`config.mk`:
```
export PLATFORM = sky130hd
export DESIGN_NAME = cond_alu_unit
export DESIGN_NICKNAME = d
export VERILOG_FILES = /design/src/rtl/cxu_pkg.sv /design/src/rtl/cxu_adder.sv /design/src/rtl/cxu_cond_eval.sv /design/src/rtl/cxu_flag_reg.sv /design/src/rtl/cond_alu_unit.sv
export SDC_FILE = /design/constraint.sdc
export NUM_CORES = 1
export LEC_CHECK = 0
export BUFFER_PORTS_ARGS = -buffer_cell sky130_fd_sc_hd__buf_2
export CORE_MARGIN = 1
export CORE_UTILIZATION = 55
export DETAILED_ROUTE_END_ITERATION = 10
export MAX_ROUTING_LAYER = met4
export PLACE_DENSITY = 0.81
export SLEW_MARGIN = 20
export SYNTH_ARGS = -nofsm -noshare
export SYNTH_HDL_FRONTEND = slang
export SYNTH_HIERARCHICAL = 1
export SYNTH_SLANG_ARGS = --single-unit
```
`constraint.sdc`:
```
create_clock -name clk -period 8.3 [get_ports clk]
set_input_delay 2.075 -clock clk [delete_from_list [all_inputs] [get_ports clk]]
set_output_delay 2.075 -clock clk [all_outputs]
set_load 0.03 [all_outputs]
```
`src/rtl/cxu_pkg.sv`:
```
package cxu_pkg;

   typedef enum logic [2:0] {
      OP_ADD = 3'b000,
      OP_SUB = 3'b001,
      OP_CMP = 3'b010,
      OP_AND = 3'b011,
      OP_ORR = 3'b100,
      OP_XOR = 3'b101,
      OP_RS6 = 3'b110,
      OP_RS7 = 3'b111
   } cxu_op_e;

   typedef struct packed {
      logic n;
      logic z;
      logic c;
      logic v;
   } cxu_flags_t;

   localparam logic [3:0] CC_ZS = 4'b0000;
   localparam logic [3:0] CC_ZC = 4'b0001;
   localparam logic [3:0] CC_CS = 4'b0010;
   localparam logic [3:0] CC_CC = 4'b0011;
   localparam logic [3:0] CC_NS = 4'b0100;
   localparam logic [3:0] CC_NC = 4'b0101;
   localparam logic [3:0] CC_VS = 4'b0110;
   localparam logic [3:0] CC_VC = 4'b0111;
   localparam logic [3:0] CC_UA = 4'b1000;
   localparam logic [3:0] CC_UBE = 4'b1001;
   localparam logic [3:0] CC_SGE = 4'b1010;
   localparam logic [3:0] CC_SLT = 4'b1011;
   localparam logic [3:0] CC_SGT = 4'b1100;
   localparam logic [3:0] CC_SLE = 4'b1101;
   localparam logic [3:0] CC_ANY = 4'b1110;
   localparam logic [3:0] CC_NONE = 4'b1111;

endpackage

```
`src/rtl/cxu_adder.sv`:
```
module cxu_adder #(
   parameter int DATA_W     = 32,
   parameter int ADDER_IMPL = 0
) (
   input  logic [DATA_W-1:0] a,
   input  logic [DATA_W-1:0] b,
   input  logic              cin,
   output logic [DATA_W-1:0] sum,
   output logic              cout,
   output logic              ovf
);
   localparam int MSB = DATA_W - 1;

   generate
      if (DATA_W < 2) begin : g_bad_width
         $error("cxu_adder: DATA_W must be at least 2");
      end
      if (ADDER_IMPL != 0 && ADDER_IMPL != 1) begin : g_bad_impl
         $error("cxu_adder: ADDER_IMPL must be 0 or 1");
      end

      if (ADDER_IMPL == 1) begin : g_ripple
         logic [DATA_W:0] cy;
         assign cy[0] = cin;
         for (genvar i = 0; i < DATA_W; i++) begin : g_bit
            assign sum[i]  = a[i] ^ b[i] ^ cy[i];
            assign cy[i+1] = (a[i] & b[i]) | (cy[i] & (a[i] ^ b[i]));
         end
         assign cout = cy[DATA_W];
         assign ovf  = cy[DATA_W] ^ cy[MSB];
      end else begin : g_behav
         logic [DATA_W:0] wide;
         assign wide = {1'b0, a} + {1'b0, b} + {{DATA_W{1'b0}}, cin};
         assign sum  = wide[MSB:0];
         assign cout = wide[DATA_W];
         assign ovf  = (a[MSB] == b[MSB]) && (wide[MSB] != a[MSB]);
      end
   endgenerate
endmodule

```
`src/rtl/cxu_cond_eval.sv`:
```
module cxu_cond_eval
   import cxu_pkg::*;
(
   input  cxu_flags_t fl,
   input  logic [3:0] cond,
   output logic       pass
);
   logic sgn_ge;
   assign sgn_ge = (fl.n == fl.v);

   always_comb begin
      unique case (cond)
         CC_ZS:   pass = fl.z;
         CC_ZC:   pass = !fl.z;
         CC_CS:   pass = fl.c;
         CC_CC:   pass = !fl.c;
         CC_NS:   pass = fl.n;
         CC_NC:   pass = !fl.n;
         CC_VS:   pass = fl.v;
         CC_VC:   pass = !fl.v;
         CC_UA:   pass = fl.c && !fl.z;
         CC_UBE:  pass = !fl.c || fl.z;
         CC_SGE:  pass = sgn_ge;
         CC_SLT:  pass = !sgn_ge;
         CC_SGT:  pass = !fl.z && sgn_ge;
         CC_SLE:  pass = fl.z || !sgn_ge;
         CC_ANY:  pass = 1'b1;
         default: pass = 1'b0;
      endcase
   end
endmodule

```
`src/rtl/cxu_flag_reg.sv`:
```
module cxu_flag_reg
   import cxu_pkg::*;
(
   input  logic       clk,
   input  logic       rst_n,
   input  logic       we_nz,
   input  logic       we_cv,
   input  cxu_flags_t nxt,
   output cxu_flags_t cur
);
   always_ff @(posedge clk or negedge rst_n) begin
      if (!rst_n) begin
         cur <= '0;
      end else begin
         if (we_nz) begin
            cur.n <= nxt.n;
            cur.z <= nxt.z;
         end
         if (we_cv) begin
            cur.c <= nxt.c;
            cur.v <= nxt.v;
         end
      end
   end
endmodule

```
`src/rtl/cond_alu_unit.sv`:
```
module cond_alu_unit
   import cxu_pkg::*;
#(
   parameter int DATA_W     = 32,
   parameter int ADDER_IMPL = 0
) (
   input  logic              clk,
   input  logic              rst_n,
   input  logic              issue,
   input  logic [2:0]        op,
   input  logic              upd,
   input  logic [3:0]        cond,
   input  logic [DATA_W-1:0] opa,
   input  logic [DATA_W-1:0] opb,
   output logic [DATA_W-1:0] result,
   output logic              res_we,
   output logic [3:0]        flags,
   output logic              exec_ok
);
   localparam int MSB = DATA_W - 1;

   generate
      if (DATA_W < 2) begin : g_bad_width
         $error("cond_alu_unit: DATA_W must be at least 2");
      end
   endgenerate

   cxu_op_e op_d;
   assign op_d = cxu_op_e'(op);

   logic is_sub, is_arith, is_logic, writes_res;
   always_comb begin
      is_sub     = (op_d == OP_SUB) || (op_d == OP_CMP);
      is_arith   = (op_d == OP_ADD) || is_sub;
      is_logic   = (op_d == OP_AND) || (op_d == OP_ORR) || (op_d == OP_XOR);
      writes_res = is_logic || (op_d == OP_ADD) || (op_d == OP_SUB);
   end

   // Adder path: subtraction is a + ~b + 1, carry out means no borrow
   logic [DATA_W-1:0] add_b, add_sum;
   logic              add_co, add_ov;
   assign add_b = is_sub ? ~opb : opb;

   cxu_adder #(.DATA_W(DATA_W), .ADDER_IMPL(ADDER_IMPL)) u_add (
      .a    (opa),
      .b    (add_b),
      .cin  (is_sub),
      .sum  (add_sum),
      .cout (add_co),
      .ovf  (add_ov)
   );

   logic [DATA_W-1:0] lg_res;
   always_comb begin
      unique case (op_d)
         OP_AND:  lg_res = opa & opb;
         OP_ORR:  lg_res = opa | opb;
         OP_XOR:  lg_res = opa ^ opb;
         default: lg_res = '0;
      endcase
   end

   assign result = is_arith ? add_sum : lg_res;

   // Condition test against the stored flags
   cxu_flags_t fl_q, fl_d;
   logic       cpass;

   cxu_cond_eval u_cond (
      .fl   (fl_q),
      .cond (cond),
      .pass (cpass)
   );

   assign exec_ok = issue && cpass;
   assign res_we  = exec_ok && writes_res;

   logic we_nz, we_cv;
   assign we_nz = exec_ok && upd && (is_arith || is_logic);
   assign we_cv = we_nz && is_arith;

   always_comb begin
      fl_d.n = result[MSB];
      fl_d.z = (result == '0);
      fl_d.c = add_co;
      fl_d.v = add_ov;
   end

   cxu_flag_reg u_flags (
      .clk   (clk),
      .rst_n (rst_n),
      .we_nz (we_nz),
      .we_cv (we_cv),
      .nxt   (fl_d),
      .cur   (fl_q)
   );

   assign flags = fl_q;

   // Assertions guarding the gating and condition logic
   AST_CMP_NO_WRITE: assert property (@(posedge clk) disable iff (!rst_n)
      (op == 3'b010) |-> !res_we);

   AST_FLAGS_HOLD: assert property (@(posedge clk) disable iff (!rst_n)
      (!issue || !upd || !exec_ok || op[2:1] == 2'b11) |=> $stable(flags));

   AST_LOGIC_KEEPS_CV: assert property (@(posedge clk) disable iff (!rst_n)
      (exec_ok && upd && (op == 3'b011 || op == 3'b100 || op == 3'b101))
      |=> (flags[1:0] == $past(flags[1:0])));

   AST_SIGNED_GE: assert property (@(posedge clk) disable iff (!rst_n)
      (issue && cond == 4'b1010) |-> (exec_ok == (flags[3] == flags[0])));

   AST_ALWAYS_RUNS: assert property (@(posedge clk) disable iff (!rst_n)
      (issue && cond == 4'b1110) |-> exec_ok);

   AST_NEVER_RUNS: assert property (@(posedge clk) disable iff (!rst_n)
      (cond == 4'b1111) |-> (!exec_ok && !res_we));

   AST_RESERVED_OP: assert property (@(posedge clk) disable iff (!rst_n)
      (op[2:1] == 2'b11) |-> (!res_we && result == '0));

   AST_IDLE_QUIET: assert property (@(posedge clk) disable iff (!rst_n)
      !issue |-> (!exec_ok && !res_we));

   AST_ZERO_FLAG: assert property (@(posedge clk) disable iff (!rst_n)
      (exec_ok && upd && op[2:1] != 2'b11) |=> (flags[2] == ($past(result) == '0)));
endmodule

```
==> run summary <==
The final hold violation count came out at 0. The total negative setup slack came out at 0 ps. The power per standard cell area was 142 nW/um2.

The library cells used most frequently in the layout, excluding fill and tap cells, are 112 x sky130_fd_sc_hd__buf_2, 95 x sky130_fd_sc_hd__ha_1, 80 x sky130_fd_sc_hd__inv_1, 62 x sky130_fd_sc_hd__a21oi_1, 52 x sky130_fd_sc_hd__xnor2_1. Clock-pin slew was measured on the worst setup and hold paths at 30 ps. The die is 98.5 um tall. The min-delay analysis places its worst path in the category register to register.

In this run the worst setup path terminates at result[30]. The run gives 210 ps as the later-pin clock latency in the skew report. The final critical path time including I/O delays and setup is 7980 ps, and the I/O pin count is 113.

The end of the worst register-to-register path is u_flags/cur[0]. Row generation in the floorplan step produced 34 rows. The classification of the worst setup path is primary input to primary output.

The share of the Yosys chip area taken by registers is 1.95%. Total iterations of the first detailed-routing run: 8. The number of clock buffers inserted by TritonCTS is 3, and the largest fanout of any net on the critical path is 17. The tools report the setup slack of the worst register-to-register path as 6080 ps. Slowest cell on the critical path: sky130_fd_sc_hd__fa_1. The average routed wire per standard cell was 20.4 um. Of all cell types, the one taking the most synthesized area is sky130_fd_sc_hd__ha_1. The post-route DRC violation count was 6. The run gives 8890 um2 as the core footprint. The path depth of the worst reg2reg path works out to 8. Register with the most flip-flops: u_flags/cur. The initial antenna violation count is 0.

The root buffer cell chosen for the clock tree is sky130_fd_sc_hd__clkbuf_8. The logs give 542 for the number of DRC violations after detailed-routing iteration 0 and 329 ps for the worst setup slack after placement. After clock tree synthesis, the setup repair step added 0 buffers. By area the synthesized netlist is led by sky130_fd_sc_hd__ha_1 23%, sky130_fd_sc_hd__xnor2_1 8.9%, sky130_fd_sc_hd__a21oi_1 6.2%. Leaving out fill and tap cells, the most frequent cell in the layout is sky130_fd_sc_hd__buf_2.

The fraction of the cycle the final worst path needs is 96.2%, and the count of synthesis-stage warnings from yosys is 6. For the fmax, the log shows 125 MHz. TritonCTS built the clock tree.

The tools report the count of nets left with antenna violations after detail routing as 0. Global routing consumed, over all layers together, 39.4% of the routing resources. Using the TritonRoute via totals, the vias-per-cell ratio works out to 6.48. For the summed instance area of the synthesized netlist, the log shows 5130 um2.

The largest registers in the layout are u_flags/cur x4. The logs give 5910 ps for the critical path data arrival time and 724 for the synthesized instance count. Area growth from synthesis to final layout: 11.4%. 0 antenna diodes ended up in the layout. Setup repair after global routing left no endpoint under its margin. Entering global routing, the biggest net connects 50 pins. The count of final max-slew check failures came out at 0. The predominant post-synthesis flop cell is sky130_fd_sc_hd__dfrtp_1. Summed over all nets, wire length on met3 after detailed routing comes to 1820 um.

CTS saw 4 sinks. In this run the horizontal extent of the chip is 98.5 um. The type of element launching the critical path was a primary input. The clock passes through at most 2 buffers.

Setup violations remaining at the end of the flow were counted as 0. The run gives 7940 um as the routed length on met1. Registers take 100 um2.

The level count of the clock H-tree was 1; the remaining max-slew budget at the tightest pin was 24.2%. The net total in the final layout was 982. Yosys mapped a number of flops with a built-in enable equal to 0. The area share of the largest cell type after synthesis is 23.2%. The checks that failed: DRC. The flow ran to the end, but the final reports show violations. Across the routed clock network, the largest skew measured is 4.04 ps.

Overall power consumption after layout is estimated at 809 uW. The uppermost signal routing layer after detailed routing was met4. The synthesized netlist contains 77 unique library cells. On the worst path, the slowest cell contributes a delay of 480 ps.

During placement, the flow inserted port buffers numbering 112. The mean area per synthesized cell is 7.08 um2, and the global-route wire length before repair is 29,400 um. In this run, synthesis produced a sequential element count of 4. The wire-length estimate of the detail-placed layout is 14,700 um. The routability-driven placement congestion ratio is 1.07. Summed over all layers, the routed wires come to 18,700 um.

The via count of the first global-routing pass is 5,632. The amount of wire on met2 after detailed routing came out at 8640 um. The via count is 5,935.

The layout has 852 filler cells. The initial standard-cell utilization of the core was 57.7%; the fraction of synthesis flops using an asynchronous set or reset pin was 100%. The fraction of final layout cells with drive strength greater than 1 is 17.6%, and the slack of the critical path is 318 ps. The register with the most flip-flops in the layout has 4 of them.

The worst-case IR drop observed on VDD is 0.104 mV. For the final hold slack, the log shows 604 ps. The tools report the combined area of the multi-input logic cells as 4510 um2. The startpoint identified for the worst register-to-register timing path is u_flags/cur[3].

Walking the worst path, the cells encountered are buf_2 > xnor2_1 > nor2_4 > buf_4 > fa_1 > fa_1 > a21o_1 > a221o_1 > a21oi_2 > o211ai_1 > a32o_1 > nor3_1 > nand2b_1 > o21a_1 > o21ai_0 > buf_2. Element type at the critical path end: a primary output. Across the run, the number of max-cap violations was 0.

In this run the static leakage power is 0.00284 uW. For the pin with the worst max-slew slack, the measured transition is 1130 ps. After global routing the overflow that remains totals 0.

The tools report the critical path launch point as op[1]. At the worst endpoint, the required time is 6230 ps. When the netlist entered floorplanning its net count stood at 896. The tools report the die outline area as 9710 um2.
==> metrics by stage <==
stage / util (%) / instance area [um2] / std cells
2_1_floorplan: - / 5130 / 724
3_3_place_gp: 63.7 / 5670 / 913
3_5_place_dp: 63.7 / 5670 / 913
4_1_cts: 64.2 / 5710 / 916
5_1_grt: 64.2 / 5710 / 916
6_report: 64.2 / 5710 / 916
==> worst min-delay path by stage <==
stage                     cells past startpoint      startpoint        endpoint
after floorplan                               1  u_flags/cur[1]  u_flags/cur[1]
after global placement                        1  u_flags/cur[1]  u_flags/cur[1]
after detailed placement                      1  u_flags/cur[1]  u_flags/cur[1]
after CTS                                     1  u_flags/cur[1]  u_flags/cur[1]
after global routing                          1  u_flags/cur[1]  u_flags/cur[1]
final                                         1  u_flags/cur[1]  u_flags/cur[1]
==> Yosys cell counts, drive strengths merged (4+ instances only) <==
cell type / instances
mux2: 6
o2bb2ai: 6
xor2: 9
or4: 5
buf: 25
nor2b: 11
nor4: 5
a21o: 12
a31oi: 5
a221oi: 5
o21a: 4
a211o: 6
ha: 95
a22o: 6
o21ai: 45
nand2b: 14
and3: 6
o21bai: 8
a21oi: 65
o221ai: 4
nand4: 12
nand3: 17
xnor2: 53
a22oi: 13
a211oi: 10
a21boi: 5
inv: 82
or3: 6
dfrtp: 4
nor3: 15
clkbuf: 13
nand2: 44
and2: 8
o211ai: 10
nor2: 40
a32o: 9
==> kinds of logic after synthesis <==
logic type	synth area share, %
compound gates	31.2
xor+xnor	10.7
fa+ha+maj	24.0
buf+inv	10.3
flops	1.95
mux	1.78
simple gates	20.1
==> report_power, final <==
part	switching [uW]	internal, uW	total, uW	leakage, uW
clock	9.69	30.9	40.6	0.0000216
sequential	14.4	26.6	41.0	0.0000516
combinational	457	270	727	0.00276
total	481	328	809	0.00284
==> metal layers <==
metal  vias up  GRT usage (%)
met5         -              -
met4         0           7.23
met3        22           3.90
met2       328           65.3
met1      2805           52.4
li1       2780              -
==> worst max-delay path: cells and delay by family <==
kind / cells / cell delay, ps
simple gates: 3 / 430
compound gates: 7 / 1640
fa+ha+maj: 2 / 910
buf+inv: 3 / 590
xor+xnor: 1 / 250
==> area by class of cell <==
class / instances / share of cell area, %
inverters: 83 / 5.46
well taps: 108 / 2.37
multi-input cells: 599 / 79.0
flip-flops and latches: 4 / 1.75
repair buffers: 119 / 10.7
clock buffers: 3 / 0.723
==> repair_timing <==
action                                 4_1_cts  5_1_grt
endpoints found under the hold margin        0        0
resized for setup                            0        1
hold buffers                                 0        0
setup endpoints to repair                    0        1
(Power assumes the default switching activity.)
